**config.mk**
```make
export PLATFORM = sky130hd
export DESIGN_NAME = pwr_wake_seq
export DESIGN_NICKNAME = d
export VERILOG_FILES = /design/src/rtl/pwr_wake_pkg.sv /design/src/rtl/pw_wake_sync.sv /design/src/rtl/pw_settle_timer.sv /design/src/rtl/pw_wake_status.sv /design/src/rtl/pwr_wake_seq.sv
export SDC_FILE = /design/constraint.sdc
export NUM_CORES = 1
export LEC_CHECK = 0
export BUFFER_PORTS_ARGS = -buffer_cell sky130_fd_sc_hd__buf_2
export CELL_PAD_IN_SITES_DETAIL_PLACEMENT = 1
export CELL_PAD_IN_SITES_GLOBAL_PLACEMENT = 1
export CORE_UTILIZATION = 35
export DETAILED_ROUTE_END_ITERATION = 6
export GPL_TIMING_DRIVEN = 0
export PLACE_DENSITY = 0.63
export SYNTH_ARGS = -nofsm -noshare
export SYNTH_HDL_FRONTEND = slang
export SYNTH_SLANG_ARGS = --single-unit
export TNS_END_PERCENT = 20
```
**constraint.sdc**
```tcl
create_clock -name clk_i -period 2 [get_ports clk_i]
set_input_delay 0.3 -clock clk_i [delete_from_list [all_inputs] [get_ports clk_i]]
set_output_delay 0.3 -clock clk_i [all_outputs]
set_load 0.02 [all_outputs]
```
**src/rtl/pwr_wake_pkg.sv**
```systemverilog
package pwr_wake_pkg;

   localparam int NUM_WAKE = 3;
   localparam int SRC_BUS  = 0;
   localparam int SRC_PIN  = 1;
   localparam int SRC_AUX  = 2;

   typedef enum logic [1:0] {
      PW_RUN    = 2'd0,
      PW_DOWN   = 2'd1,
      PW_SETTLE = 2'd2
   } pw_state_e;

endpackage

```
**src/rtl/pw_wake_sync.sv**
```systemverilog
// One wake input: optional inversion, a synchroniser chain, rising-edge pulse.
module pw_wake_sync #(
   parameter int STAGES     = 2,
   parameter bit ACTIVE_LOW = 1'b0
) (
   input  logic clk_i,
   input  logic rst_ni,
   input  logic pin_i,
   output logic rise_o
);

   logic             level;
   logic [STAGES-1:0] chain_q;
   logic             prev_q;

   generate
      if (STAGES < 2) begin : g_bad_stages
         $error("pw_wake_sync: STAGES must be at least 2");
      end
      if (ACTIVE_LOW) begin : g_inv
         assign level = ~pin_i;
      end else begin : g_pass
         assign level = pin_i;
      end
   endgenerate

   always_ff @(posedge clk_i or negedge rst_ni) begin
      if (!rst_ni) begin
         chain_q <= '0;
         prev_q  <= 1'b0;
      end else begin
         chain_q <= {chain_q[STAGES-2:0], level};
         prev_q  <= chain_q[STAGES-1];
      end
   end

   assign rise_o = chain_q[STAGES-1] & ~prev_q;

endmodule

```
**src/rtl/pw_settle_timer.sv**
```systemverilog
// Counts the settle window; done_o is high in its last cycle.
module pw_settle_timer #(
   parameter int CYCLES = 9600
) (
   input  logic clk_i,
   input  logic rst_ni,
   input  logic start_i,
   input  logic run_i,
   output logic done_o
);

   localparam int CW = (CYCLES > 1) ? $clog2(CYCLES) : 1;
   localparam logic [CW-1:0] LAST = CW'(CYCLES - 1);

   logic [CW-1:0] cnt_q;

   generate
      if (CYCLES < 1) begin : g_bad_cycles
         $error("pw_settle_timer: CYCLES must be at least 1");
      end
   endgenerate

   always_ff @(posedge clk_i or negedge rst_ni) begin
      if (!rst_ni) begin
         cnt_q <= '0;
      end else if (start_i) begin
         cnt_q <= '0;
      end else if (run_i && !done_o) begin
         cnt_q <= cnt_q + 1'b1;
      end
   end

   assign done_o = run_i && (cnt_q == LAST);

endmodule

```
**src/rtl/pw_wake_status.sv**
```systemverilog
// Sticky source bits, write-one-to-clear; a set in the same cycle wins.
module pw_wake_status #(
   parameter int N = 3
) (
   input  logic         clk_i,
   input  logic         rst_ni,
   input  logic [N-1:0] set_i,
   input  logic         we_i,
   input  logic [N-1:0] clr_i,
   output logic [N-1:0] stat_o
);

   logic [N-1:0] stat_q;

   generate
      for (genvar b = 0; b < N; b++) begin : g_bit
         always_ff @(posedge clk_i or negedge rst_ni) begin
            if (!rst_ni) begin
               stat_q[b] <= 1'b0;
            end else if (set_i[b]) begin
               stat_q[b] <= 1'b1;
            end else if (we_i && clr_i[b]) begin
               stat_q[b] <= 1'b0;
            end
         end
      end
   endgenerate

   assign stat_o = stat_q;

endmodule

```
**src/rtl/pwr_wake_seq.sv**
```systemverilog
module pwr_wake_seq
   import pwr_wake_pkg::*;
#(
   parameter int                 SETTLE_CYCLES   = 9600,
   parameter int                 SYNC_STAGES     = 2,
   parameter logic [NUM_WAKE-1:0] WAKE_ACTIVE_LOW = '0
) (
   input  logic                clk_i,
   input  logic                rst_ni,
   input  logic                pctl_we_i,
   input  logic                pctl_wbit_i,
   input  logic                stat_we_i,
   input  logic [NUM_WAKE-1:0] stat_wbits_i,
   input  logic                bus_resume_i,
   input  logic                wake_pin_i,
   input  logic                wake_aux_i,
   input  logic                aux_gpio_mode_i,
   output logic                osc_en_o,
   output logic                pll_en_o,
   output logic                core_clk_en_o,
   output logic                wake_irq_o,
   output logic [NUM_WAKE-1:0] wake_status_o
);

   pw_state_e           state_q, state_d;
   logic [NUM_WAKE-1:0] pins, rise, src_mask, wake_ev, record;
   logic                any_wake, settle_done, irq_q;

   generate
      if (SETTLE_CYCLES < 1) begin : g_bad_settle
         $error("pwr_wake_seq: SETTLE_CYCLES must be at least 1");
      end
      if (SYNC_STAGES < 2) begin : g_bad_sync
         $error("pwr_wake_seq: SYNC_STAGES must be at least 2");
      end
   endgenerate

   assign pins[SRC_BUS] = bus_resume_i;
   assign pins[SRC_PIN] = wake_pin_i;
   assign pins[SRC_AUX] = wake_aux_i;

   generate
      for (genvar g = 0; g < NUM_WAKE; g++) begin : g_src
         pw_wake_sync #(
            .STAGES    (SYNC_STAGES),
            .ACTIVE_LOW(WAKE_ACTIVE_LOW[g])
         ) u_sync (
            .clk_i (clk_i),
            .rst_ni(rst_ni),
            .pin_i (pins[g]),
            .rise_o(rise[g])
         );
         if (g == SRC_AUX) begin : g_gpio_mask
            assign src_mask[g] = ~aux_gpio_mode_i;
         end else begin : g_always_on
            assign src_mask[g] = 1'b1;
         end
      end
   endgenerate

   assign wake_ev  = rise & src_mask;
   assign any_wake = |wake_ev;
   assign record   = (state_q != PW_RUN) ? wake_ev : '0;

   always_comb begin
      state_d = state_q;
      unique case (state_q)
         PW_RUN:    if (pctl_we_i && pctl_wbit_i) state_d = PW_DOWN;
         PW_DOWN:   if (any_wake)                 state_d = PW_SETTLE;
         PW_SETTLE: if (settle_done)              state_d = PW_RUN;
         default:                                 state_d = PW_RUN;
      endcase
   end

   always_ff @(posedge clk_i or negedge rst_ni) begin
      if (!rst_ni) begin
         state_q <= PW_RUN;
         irq_q   <= 1'b0;
      end else begin
         state_q <= state_d;
         irq_q   <= (state_q == PW_SETTLE) && settle_done;
      end
   end

   pw_settle_timer #(
      .CYCLES(SETTLE_CYCLES)
   ) u_timer (
      .clk_i  (clk_i),
      .rst_ni (rst_ni),
      .start_i((state_q == PW_DOWN) && any_wake),
      .run_i  (state_q == PW_SETTLE),
      .done_o (settle_done)
   );

   pw_wake_status #(
      .N(NUM_WAKE)
   ) u_status (
      .clk_i (clk_i),
      .rst_ni(rst_ni),
      .set_i (record),
      .we_i  (stat_we_i),
      .clr_i (stat_wbits_i),
      .stat_o(wake_status_o)
   );

   assign osc_en_o      = (state_q != PW_DOWN);
   assign pll_en_o      = (state_q != PW_DOWN);
   assign core_clk_en_o = (state_q == PW_RUN);
   assign wake_irq_o    = irq_q;

endmodule

```
==> summary by stage, run 1 <==
Layout
At the end of the flow the core is filled with cells to 0.429. 0 antenna diodes ended up in the layout. The net count of the finished layout is 157. The count of fill cells added during filler insertion is about 410. Compared with the post-synthesis result, the final layout area differs by 17.7%. The most common cell after layout, fill and taps aside is dfrtp_1. The fraction of layout cells with a size suffix above 1 is 0.297. The library cells used most frequently in the layout, excluding fill and tap cells, are dfrtp_1, buf_2, nand2_1.

Setup path
Counting buffers and inverters, the worst setup path is 5 cells deep. The largest stage delay on the critical path is approximately 0.5 ns. The worst endpoint required time is about 2.2 ns. In this run the worst path has a maximum fanout of 8. The critical setup path kind is reg -> reg. For the worst setup path, the data arrival time is 2.01 ns. Together, buffers and inverters on the worst path number 0.

The signal on the critical path passes through ha_1 > and4_4 > nand3_4 > or4_4 > a21oi_2. The cell with the largest stage delay on the worst path is or4_4. The number of cells traversed by the worst register-to-register path is 5. The kind of launch point of the worst setup path is a flip-flop. STA classifies the critical path endpoint as a flip-flop.

Among cell families on the critical path, the largest total delay comes from simple AND/OR/NAND/NOR gates.

Logic synthesis
The Yosys step of the flow raised 0 warnings. The distinct cell type count after synthesis is 41. The per-instance average area after synthesis is 11.2 um^2. After technology mapping, the gate count stands at roughly 120. The share of the Yosys chip area taken by registers is 0.544. Synthesis produced a netlist with a net count of 132. Synthesis inferred 29 register bits. The summed instance area of the synthesized netlist is 1340 um^2.

Routing
The DRC violation count after routing is 0. Using the TritonRoute via totals, the vias-per-cell ratio works out to 5.15. The average detailed-routed wire length per instance is ~15 um.

The first detailed-routing pass ran for 3 iterations. After the first detailed-routing iteration, the DRC count stood at 45. For this block, the via count after detailed routing is roughly 990. The total detailed-routing wirelength is 2830 um. Once detail routing completed, the nets flagged for antenna violations numbered 0.

Timing
The measured slew at the worst slew-check pin is 0.649 ns. The period utilization is 0.897. In the final timing run, aggregate negative setup slack is 0 ns. Headroom to the max-slew limit came out at 0.568. After layout, the minimum clock period comes to ~1.8 ns. The worst clock skew is between 0.006 and 0.007 ns. The max-slew violation count came to 0.

The number of failing hold endpoints at the final stage came to 0. Once routing completed, OpenROAD measured the worst setup slack at around 0.2 ns. The final setup violation count is 0.

Setup repair after global routing left no endpoint under its margin. The maximum clock frequency is 557 MHz.

Placed design
Summed over all nets, the half-perimeter wirelength after detailed placement is ~2000 um. The total of buffers placed on input and output ports is 18. The minimum setup slack after placement is 0.230 ns.

The global placement routability congestion is approximately 0.75.

Clock tree
Buffers inserted to repair hold after CTS numbered 0. The level count of the clock H-tree is 2. The number of sinks on the clock net is 29. TritonCTS built the clock tree. Gates resized during post-CTS repair numbered 0.

No sink is reached through more buffers than the 2 on the longest clock path. The clock-pin slew on the worst setup and hold paths is about 0.060 ns. The CTS root buffer is clkbuf_8. The post-CTS setup repair buffer count is 0. For the worst-skew pair, the clock arrives at the later sink with an insertion delay of 0.28 ns. The total CTS buffers is 5.

Global routing
The met2 track demand over resource is 0.230. Across every metal layer, demand over resource in global routing totals 0.159. The global-route layer with the greatest usage is met2. The number of antenna violations at the first check in global routing was 0. The number of global-route vias before repair is 996. The residual overflow from global routing is 0. For met1 alone, demand over resource in global routing was 0.208.

The global routing met3 resource utilization is 0.0482. Entering global routing, the biggest net connects 30 pins. The first-pass GRT wire length is around 4700 um.

Outcome
The run finished with clean final reports.

Floorplanning
The die is ~64 um wide. The I/O pin count is 19. The die boundary height is approximately 64 um.

The initial utilization of the core area, before any placement, comes to 0.365. The full die area is 4070 um^2. The core region is roughly 3700 um^2. The number of rows created at floorplan is 22.

Min path
The worst hold path belongs to the class in -> async.

Power
The power per standard cell area is about 1100 nW/um^2. The peak ir drop on the vdd network is about 490 uV. Summed over all cells, the static leakage comes to roughly 0.00070 uW.

Job
The number of max-capacitance violations reported is 0.
==> layer usage <==
metal | vias up | wire [um]
met5 | - | 0
met4 | 0 | 68
met3 | 8 | 90
met2 | 14 | 1330
met1 | 492 | 1340
li1 | 480 | -
==> synth_stat cells (all sizes together) <==
library cell | number | area [um^2]
dfrtp | 29 | 726
nand2 | 15 | 56.3
a21oi | 7 | 38.8
mux2i | 6 | 60.1
nor2 | 6 | 22.5
inv | 5 | 18.8
nand3 | 5 | 37.5
nand4 | 5 | 31.3
o21ai | 5 | 25.0
and4 | 3 | 30.0
or2b | 3 | 26.3
a31oi | 2 | 27.5
and3 | 2 | 13.8
nand2b | 2 | 12.5
nor3 | 2 | 10.0
o31ai | 2 | 15.0
or2 | 2 | 12.5
or4 | 2 | 18.8
xnor2 | 2 | 17.5
a211oi | 1 | 7.51
a31o | 1 | 8.76
a41oi | 1 | 16.3
and2 | 1 | 6.26
and4b | 1 | 10.0
buf | 1 | 7.51
ha | 1 | 12.5
nand3b | 1 | 7.51
nand4b | 1 | 8.76
nor2b | 1 | 13.8
nor4 | 1 | 6.26
nor4b | 1 | 15.0
or3 | 1 | 6.26
or3b | 1 | 8.76
==> path summary, 6_finish.rpt <==
check,start,end,slack [ns]
worst min-delay path,rst_ni,u_timer.cnt_q[13],0.04
worst max register to register,u_timer.cnt_q[0],u_timer.cnt_q[12],0.21
worst max-delay path,u_timer.cnt_q[0],u_timer.cnt_q[12],0.21
min in group clk_i,bus_resume_i,g_src[0].u_sync.chain_q[0],0.12
worst min register to register,g_src[2].u_sync.chain_q[0],g_src[2].u_sync.chain_q[1],0.35
max in group asynchronous,rst_ni,u_timer.cnt_q[2],1.54
==> flip-flops by register name, summed over array words and instances (netlist names) <==
name / count
g_src.u_sync.chain_q: 6
state_q: 2
u_timer.cnt_q: 14
g_src.u_sync.prev_q: 3
u_status.stat_o: 3
wake_irq_o: 1
==> through the flow <==
| step | power [uW] | hold WS [ns] | cell area, um^2 | instances |
|---|---|---|---|---|
| CTS | 1770 | 0.0620 | 1570 | 193 |
| floorplan | 1140 | 0.00441 | 1340 | 119 |
| global placement | 1280 | 0.332 | 1490 | 185 |
| detailed placement | 1300 | 0.336 | 1490 | 185 |
| global route | 1860 | 0.0813 | 1570 | 193 |
| finish | 1750 | 0.0376 | 1570 | 193 |
==> worst register-to-register path, cell delays in order, from the launching register on <==
cell	delay [ns]
dfrtp_1	0.43
ha_1	0.27
and4_4	0.27
nand3_4	0.11
or4_4	0.50
a21oi_2	0.14
==> power breakdown <==
part           switching [uW]  internal [uW]  total, uW
clock                     228            239        467
combinational             258            187        444
sequential                140            699        839
total                     626           1130       1750
==> area by class of cell <==
class	count	area [um^2]	share of cell area
Timing Repair Buffer	18	90.1	0.0573
Multi-Input combinational cell	84	583	0.371
Tap cell	48	60.1	0.0382
Inverter	5	18.8	0.0119
Clock buffer	5	68.8	0.0438
Sequential cell	29	726	0.462
Buffer	1	7.51	0.00478
Clock inverter	3	17.5	0.0111
==> logic make-up after synthesis <==
family,share of synthesized area
DFF,0.544
buffers and inverters,0.0197
adders and majority gates,0.00937
AOI/OAI and AO/OA,0.104
xor gates and xnor gates,0.0131
and+or+nand+nor,0.265
muxes,0.0450
No activity file was read; power rests on OpenSTA's default activity.
==> inputs of run 2 (changes only) <==
Settings changed: CORE_ASPECT_RATIO from default to 1.1.
==> summary by stage, run 2 (same netlist as run 1, synthesis figures left out) <==
Outcome
The flow ran to the end, and the final reports show no timing, DRC or antenna violations.

Layout
In the final layout, the registers with the most flip-flops are u_timer.cnt_q: 14 flops, g_src.u_sync.chain_q: 6 flops. The sequential standard cell area is 726 um^2 (unchanged). The register with the highest flop count is u_timer.cnt_q.

Relative to the synthesized area, the layout overhead comes to 20.4%. The post-layout utilization of the core was 0.440 (+0.0107). The count of inserted antenna diode cells is 0 (unchanged). The most common cell after layout, fill and taps aside is dfrtp_1. The number of flip-flops under the largest register name is 14 (unchanged). The multi-input combinational cell area was 583 um^2 (unchanged). The top cell types in the final layout, fill and taps aside, are dfrtp_1, buf_2, nand2_1.

The net count of the finished layout is 157 (unchanged). The count of fill cells added during filler insertion is 433 (+5.9%). The fraction of layout cells with a size suffix above 1 is 0.297 (unchanged).

Timing
The period utilization came to 0.895 (-0.00264). The slack of the critical path is 0.211 ns (+0.00529 ns). The measured slew at the worst slew-check pin is 0.641 ns (-0.00797 ns). The worst clock skew is 0.00703 ns (+0.0000560 ns). The final total negative setup slack was 0 ns (unchanged). The minimum clock period after layout is 1.79 ns (-0.00529 ns). The max-slew violation count is 0 (unchanged). The relative slew slack was 0.573 (+0.00532). The maximum clock frequency came to 559 MHz (+0.30%). The final setup violation count is 0 (unchanged).

The number of failing hold endpoints at the final stage is 0 (unchanged). Setup repair after global routing left no endpoint under its margin.

Global routing
The number of global-route vias before repair is 1058 (+6.2%). The total global routing track utilization is 0.175 (+0.0162). The number of antenna violations at the first check in global routing is 0 (unchanged).

The first-pass GRT wire length came to 5040 um (+6.2%). The pin count of the biggest net entering global routing came to 30 (unchanged). The residual overflow from global routing is 0 (unchanged).

Clock tree
The post-CTS setup repair buffer count is 0 (unchanged). The number of buffers inserted for hold repair after clock tree synthesis came to 0 (unchanged). The number of sinks on the clock net was 29 (unchanged). The CTS root buffer is clkbuf_8. The clock latency of the later-clocked register in the worst-skew pair is 0.28 ns (about the same).

The maximum count of clock buffers along a single path is 2 (unchanged). The total CTS buffers is 5 (unchanged). The CTS tree is done. The clock-pin slew on the worst setup and hold paths is 0.07 ns (about the same).

The number of gates resized after CTS came to 0 (unchanged). The level count of the clock H-tree is 2 (unchanged).

Setup path
The largest individual stage delay along the critical path comes from the cell or4_4. STA classifies the critical path startpoint as a flip-flop. The worst endpoint required time is 2.21 ns (about the same). Traced cell by cell, the critical path runs through ha_1 > and4_4 > nand3_4 > or4_4 > a21oi_2. The nature of the critical path endpoint is a flip-flop. The data arrival time of the worst path came to 2.00 ns (about the same). The largest stage delay on the critical path was 0.50 ns (about the same). The critical setup path kind is reg -> reg. The largest driver fanout on the critical path is 8 (unchanged).

Floorplanning
The I/O pin count is 19 (unchanged). The area of the core is 3650 um^2 (-0.17%). The number of rows created at floorplan was 23 (+4.5%). The full die area was 4070 um^2 (about the same). The initial core utilization was 0.365 (+0.000624). The width of the die was 60.9 um (-4.5%). The die boundary height was 66.8 um (+4.7%).

Placed design
The global placement routability congestion came to 0.757 (+0.87%). The final HPWL from detailed placement is 2040 um (about the same). The total of buffers placed on input and output ports is 18 (unchanged). The minimum setup slack after placement is 0.235 ns (+0.00507 ns).

Routing
The per-cell via count in the routed design was 5.13 (-0.43%). The violation count after the first detailed-routing iteration was 16 (-64%). The remaining antenna violation count is 0 (unchanged). The DRC violation count after routing is 0 (unchanged).

The total detailed-routing wirelength was 2810 um (-0.57%). The total vias in the final route is 1000 (+0.60%). The average detailed-routed wire length per instance came to 14.4 um (-1.6%). The count of TritonRoute iterations in the first routing pass is 3 (unchanged).

Min path
The min-delay analysis places its worst path in the category in -> async.

Power
The leakage dissipation is 0.000711 uW (+1.9%). The overall power of the completed layout was 1920 uW (+9.5%). The peak ir drop on the vdd network is 629 uV (+29%). The power per standard cell area is 1190 nW/um^2 (+7.1%).

Job
The number of max-capacitance violations reported is 0 (unchanged).
## run 2: cell count changes in the layout (fill, tap and decap cells not counted), sizes merged
cell / previous run / this run
bufinv: 0 / 1
clkinv: 2 / 0
clkbuf: 5 / 6
## run 2: critical path, delay by kind of cell, from the launching register on
family,cells,cell delay [ns]
adder cells (fa/ha/maj),1,0.26
AO/OA/AOI/OAI,1,0.14
flip-flops,1,0.44
AND/OR/NAND/NOR,3,0.88
## run 2: stage by stage
step                      hold WS (ns)  std cells  area (um^2)
after CTS                       0.0540        195         1610
after floorplan                0.00441        119         1340
after detailed placement         0.339        187         1490
final                           0.0365        195         1610
after global routing            0.0898        195         1610
after global placement           0.334        187         1490
## run 2: where the power goes
group,total (uW),switching (uW),internal (uW),leakage [uW]
sequential,843,144,699,0.000372
combinational,440,254,186,0.000281
clock,635,231,405,0.0000574
## run 2: final cells by class
class | count | share of cell area
sequential | 29 | 0.451
multi-input combinational | 84 | 0.363
timing repair buffer | 18 | 0.0560
clock buffer | 6 | 0.0514
tap | 50 | 0.0389
clock inverter | 2 | 0.0233
inverter | 5 | 0.0117
buffer | 1 | 0.00467
## run 2: path summary, 6_finish.rpt
| check | start | to | slack (ns) | cells past startpoint |
|---|---|---|---|---|
| max | u_timer.cnt_q[0] | u_timer.cnt_q[12] | 0.21 | 5 |
| min reg2reg | g_src[0].u_sync.chain_q[0] | g_src[0].u_sync.chain_q[1] | 0.35 | 0 |
| max in group asynchronous | rst_ni | u_timer.cnt_q[4] | 1.54 | 1 |
| max reg2reg | u_timer.cnt_q[0] | u_timer.cnt_q[12] | 0.21 | 5 |
| min in group clk_i | wake_pin_i | g_src[1].u_sync.chain_q[0] | 0.12 | 1 |
| min | rst_ni | u_status.stat_o[2] | 0.04 | 1 |
## run 2: per-layer routing
metal | wire [um] | vias up | global-route usage
met5 | 0 | - | 0
met4 | 50 | 0 | 0.0682
met3 | 74 | 6 | 0.0485
met2 | 1430 | 12 | 0.287
met1 | 1260 | 501 | 0.215
li1 | - | 481 | -
==> inputs of run 3 (changes only) <==
Settings changed: CTS_CLUSTER_SIZE from default to 16, SYNTH_HIERARCHICAL from default to 1.
==> summary by stage, run 3 <==
Outcome
The flow ran to the end, and the final reports show no timing, DRC or antenna violations.

Floorplanning
The area of the core is 3630 um^2 (-0.79%). The die boundary height is 66.6 um (-0.22%). The number of rows created at floorplan is 23 (unchanged). The I/O pin count is 19 (unchanged). The width of the die is 60.8 um (-0.22%). The initial core utilization was 0.366 (+0.00117).

The full die area is 4050 um^2 (-0.45%).

Power
The power per standard cell area is 1130 nW/um^2 (-5.6%). The leakage dissipation is 0.000743 uW (+4.6%). The net switching power figure is 567 uW (-9.8%). The relative contribution of sequential cells to total power is 0.452 (+0.013). The power share of the clock group is 0.290 (-0.041). The overall power of the completed layout was 1790 uW (-6.6%). The cell-internal power was 1220 uW (-5.1%). The fraction of power consumed by combinational cells came to 0.257 (+0.028). The switching part of the total is 0.316 (-0.0111). The peak ir drop on the vdd network is 428 uV (-32%).

Clock tree
The maximum count of clock buffers along a single path is 2 (unchanged). The clock latency of the later-clocked register in the worst-skew pair is 0.27 ns (about the same). Clock tree synthesis selected as its root buffer the cell clkbuf_8. The CTS tree is done.

The level count of the clock H-tree is 2 (unchanged). The total CTS buffers is 5 (unchanged). The clock-pin slew on the worst setup and hold paths came to 0.06 ns (about the same). The post-CTS setup repair buffer count was 0 (unchanged). The number of buffers inserted for hold repair after clock tree synthesis is 0 (unchanged). The number of sinks on the clock net is 29 (unchanged).

Layout
The final cell area excluding filler cells came to 1590 um^2 (-1.0%). The number of flip-flops under the largest register name is 14 (unchanged). The count of fill cells added during filler insertion is 424 (-2.1%).

The most common cell after layout, fill and taps aside is dfrtp_1. More flip-flops sit in one register than any other, and that register is u_timer/cnt_q. In the layout the commonest cells are dfrtp_1, buf_2, nor2_1, nand2_1. The fraction of layout cells with a size suffix above 1 is 0.287 (-0.00984). The net count of the finished layout is 155 (-1.3%).

The sequential standard cell area is 726 um^2 (unchanged). Relative to the synthesized area, the layout overhead comes to 19.8%. The count of inserted antenna diode cells is 0 (unchanged).

The largest registers in the layout are u_timer/cnt_q: 14 flops, g_src.u_sync/chain_q: 6 flops. The number of non-filler instances in the completed layout is 193 (-1.0%). The multi-input combinational cell area is 588 um^2 (+0.86%).

Placed design
The total instance count after detailed placement is 185 (-1.1%). The final HPWL from detailed placement is 1870 um (-8.2%). The global placement routability congestion came to 0.797 (+5.2%). The placed standard-cell area is 1480 um^2 (-0.42%). The minimum setup slack after placement is -0.0837 ns (-0.318 ns). The total of buffers placed on input and output ports is 18 (unchanged).

Logic synthesis
The portion of synthesized cell area occupied by the leading cell type is 0.546 (+0.00256). The flop and latch count out of synthesis is 29 (unchanged). The per-instance average area after synthesis is 11.4 um^2 (+1.2%). By instance count, the leading cell after synthesis is dfrtp_1. Of all cell types, the one taking the most synthesized area is dfrtp_1.

The main flop type after synthesis is dfrtp_1. The proportion of synthesized flip-flops having asynchronous set or reset is 1.00 (unchanged). The distinct cell type count after synthesis is 34 (-17%).

The summed instance area of the synthesized netlist is 1330 um^2 (-0.47%). The warning count from the yosys run came to 6 (+6). The number of enable flip-flop cells after synthesis came to 0 (unchanged).

The net count after synthesis came to 130 (-1.5%). The post-synthesis sequential area ratio is 0.546 (+0.00256). The post-synthesis instance total is 117 (-1.7%). Sorting the synthesized cells by area gives the leading types as dfrtp_1, nand4_1, xor2_1, nor2b_4, nor2b_1.

By count the netlist is led by dfrtp_1, nand2_1, nor2_1.

Setup path
The worst reg2reg path endpoint is u_timer/cnt_q[7]. The launch instance of the worst register-to-register path is state_q[0]. STA classifies the critical path startpoint as a flip-flop. The worst endpoint required time was 2.20 ns (about the same). The critical setup path kind is reg -> reg. The data arrival time of the worst path is 2.07 ns (+0.07 ns). The largest driver fanout on the critical path is 9 (+1).

The number of cells traversed by the worst register-to-register path is 6 (+1). The nature of the critical path endpoint is a flip-flop. The slack of the worst reg-to-reg path is 0.13 ns (-0.08 ns).

Routing
The average detailed-routed wire length per instance is 13.2 um (-8.1%). The remaining antenna violation count is 0 (unchanged). The per-cell via count in the routed design is 5.10 (-0.48%). The violation count after the first detailed-routing iteration is 36 (+20).

The DRC violation count after routing was 0 (unchanged). The total detailed-routing wirelength is 2560 um (-9.1%). The count of TritonRoute iterations in the first routing pass is 4 (+1).

The total vias in the final route is 985 (-1.5%).

Timing
The worst hold margin came to 0.0438 ns (+0.00734 ns). The number of failing hold endpoints at the final stage is 0 (unchanged). The maximum clock frequency is 534 MHz (-4.5%). The relative slew slack is 0.574 (+0.000815). The max-slew violation count is 0 (unchanged). The slack of the critical path is 0.126 ns (-0.0847 ns). The minimum clock period after layout came to 1.87 ns (+0.0847 ns). The worst clock skew is 0.00439 ns (-0.00264 ns). Setup repair after global routing left no endpoint under its margin. The measured slew at the worst slew-check pin is 0.639 ns (-0.00122 ns). The period utilization came to 0.937 (+0.0423). The final setup violation count came to 0 (unchanged).

Global routing
The number of global-route vias before repair is 1045 (-1.2%). The pin count of the biggest net entering global routing is 30 (unchanged). The residual overflow from global routing came to 0 (unchanged).

The total global routing track utilization is 0.154 (-0.0213). The number of antenna violations at the first check in global routing came to 0 (unchanged). The first-pass GRT wire length is 4550 um (-9.7%).

Job
The number of max-capacitance violations reported is 0 (unchanged).

Min path
The worst hold path belongs to the class in -> async.
## run 3: final cells by class
class                           count  share of cell area
Clock inverter                      1             0.00314
Buffer                              3              0.0126
Timing Repair Buffer               18              0.0566
Sequential cell                    29               0.456
Clock buffer                        7              0.0605
Inverter                            1             0.00236
Tap cell                           50              0.0393
Multi-Input combinational cell     84               0.369
## run 3: timing repair
item,4_1_cts,5_1_grt
pin swaps,0,0
setup endpoints to repair,2,10
gates resized for setup,1,3
## run 3: logic make-up (layout without fill, tap and decap cells)
family / count (synthesis) / in the layout / synth area share
xor+xnor: 5 / 5 / 0.0330
simple gates: 58 / 58 / 0.287
buf+inv: 4 / 30 / 0.0169
fa+ha+maj: 1 / 1 / 0.00941
mux: 2 / 2 / 0.0188
flops: 29 / 29 / 0.546
compound gates: 18 / 18 / 0.0885
## run 3: power groups by stage
stage          combinational, uW  clock, uW  sequential, uW
2_1_floorplan                308          0             818
3_3_place_gp                 442          0             810
3_5_place_dp                 460          0             819
4_1_cts                      462        548             809
5_1_grt                      515        577             829
6_report                     461        520             810
## run 3: worst max-delay path by stage
stage | start | to | slack [ns] | cells past startpoint
after floorplan | state_q[0] | u_timer/cnt_q[7] | 0.17 | 6
after global placement | state_q[0] | u_timer/cnt_q[7] | -0.06 | 6
after detailed placement | state_q[0] | u_timer/cnt_q[7] | -0.08 | 6
after CTS | state_q[0] | u_timer/cnt_q[7] | 0.05 | 6
after global routing | u_timer/cnt_q[0] | u_timer/cnt_q[0] | 0.006 | 5
final | state_q[0] | u_timer/cnt_q[7] | 0.13 | 6
## run 3: layer usage
metal	global-route usage	vias up	routed length [um]
met3	0.0524	3	126
met1	0.178	496	1180
li1	-	466	-
met4	0.0511	0	25
met5	0	-	0
met2	0.261	20	1220
## run 3: worst max-delay path: stages, from the launching register on
cell     delay (ns)
dfrtp_1        0.45
nor2b_4        0.22
and4_1         0.22
buf_4          0.16
nand3_1        0.14
or3b_2         0.47
a21oi_1        0.14
## run 3: through the flow
stage	TNS, ns	utilization
floorplan	0	-
global placement	-0.0610	0.409
detailed placement	-0.0837	0.409
CTS	0	0.437
global route	0	0.439
finish	0	0.439
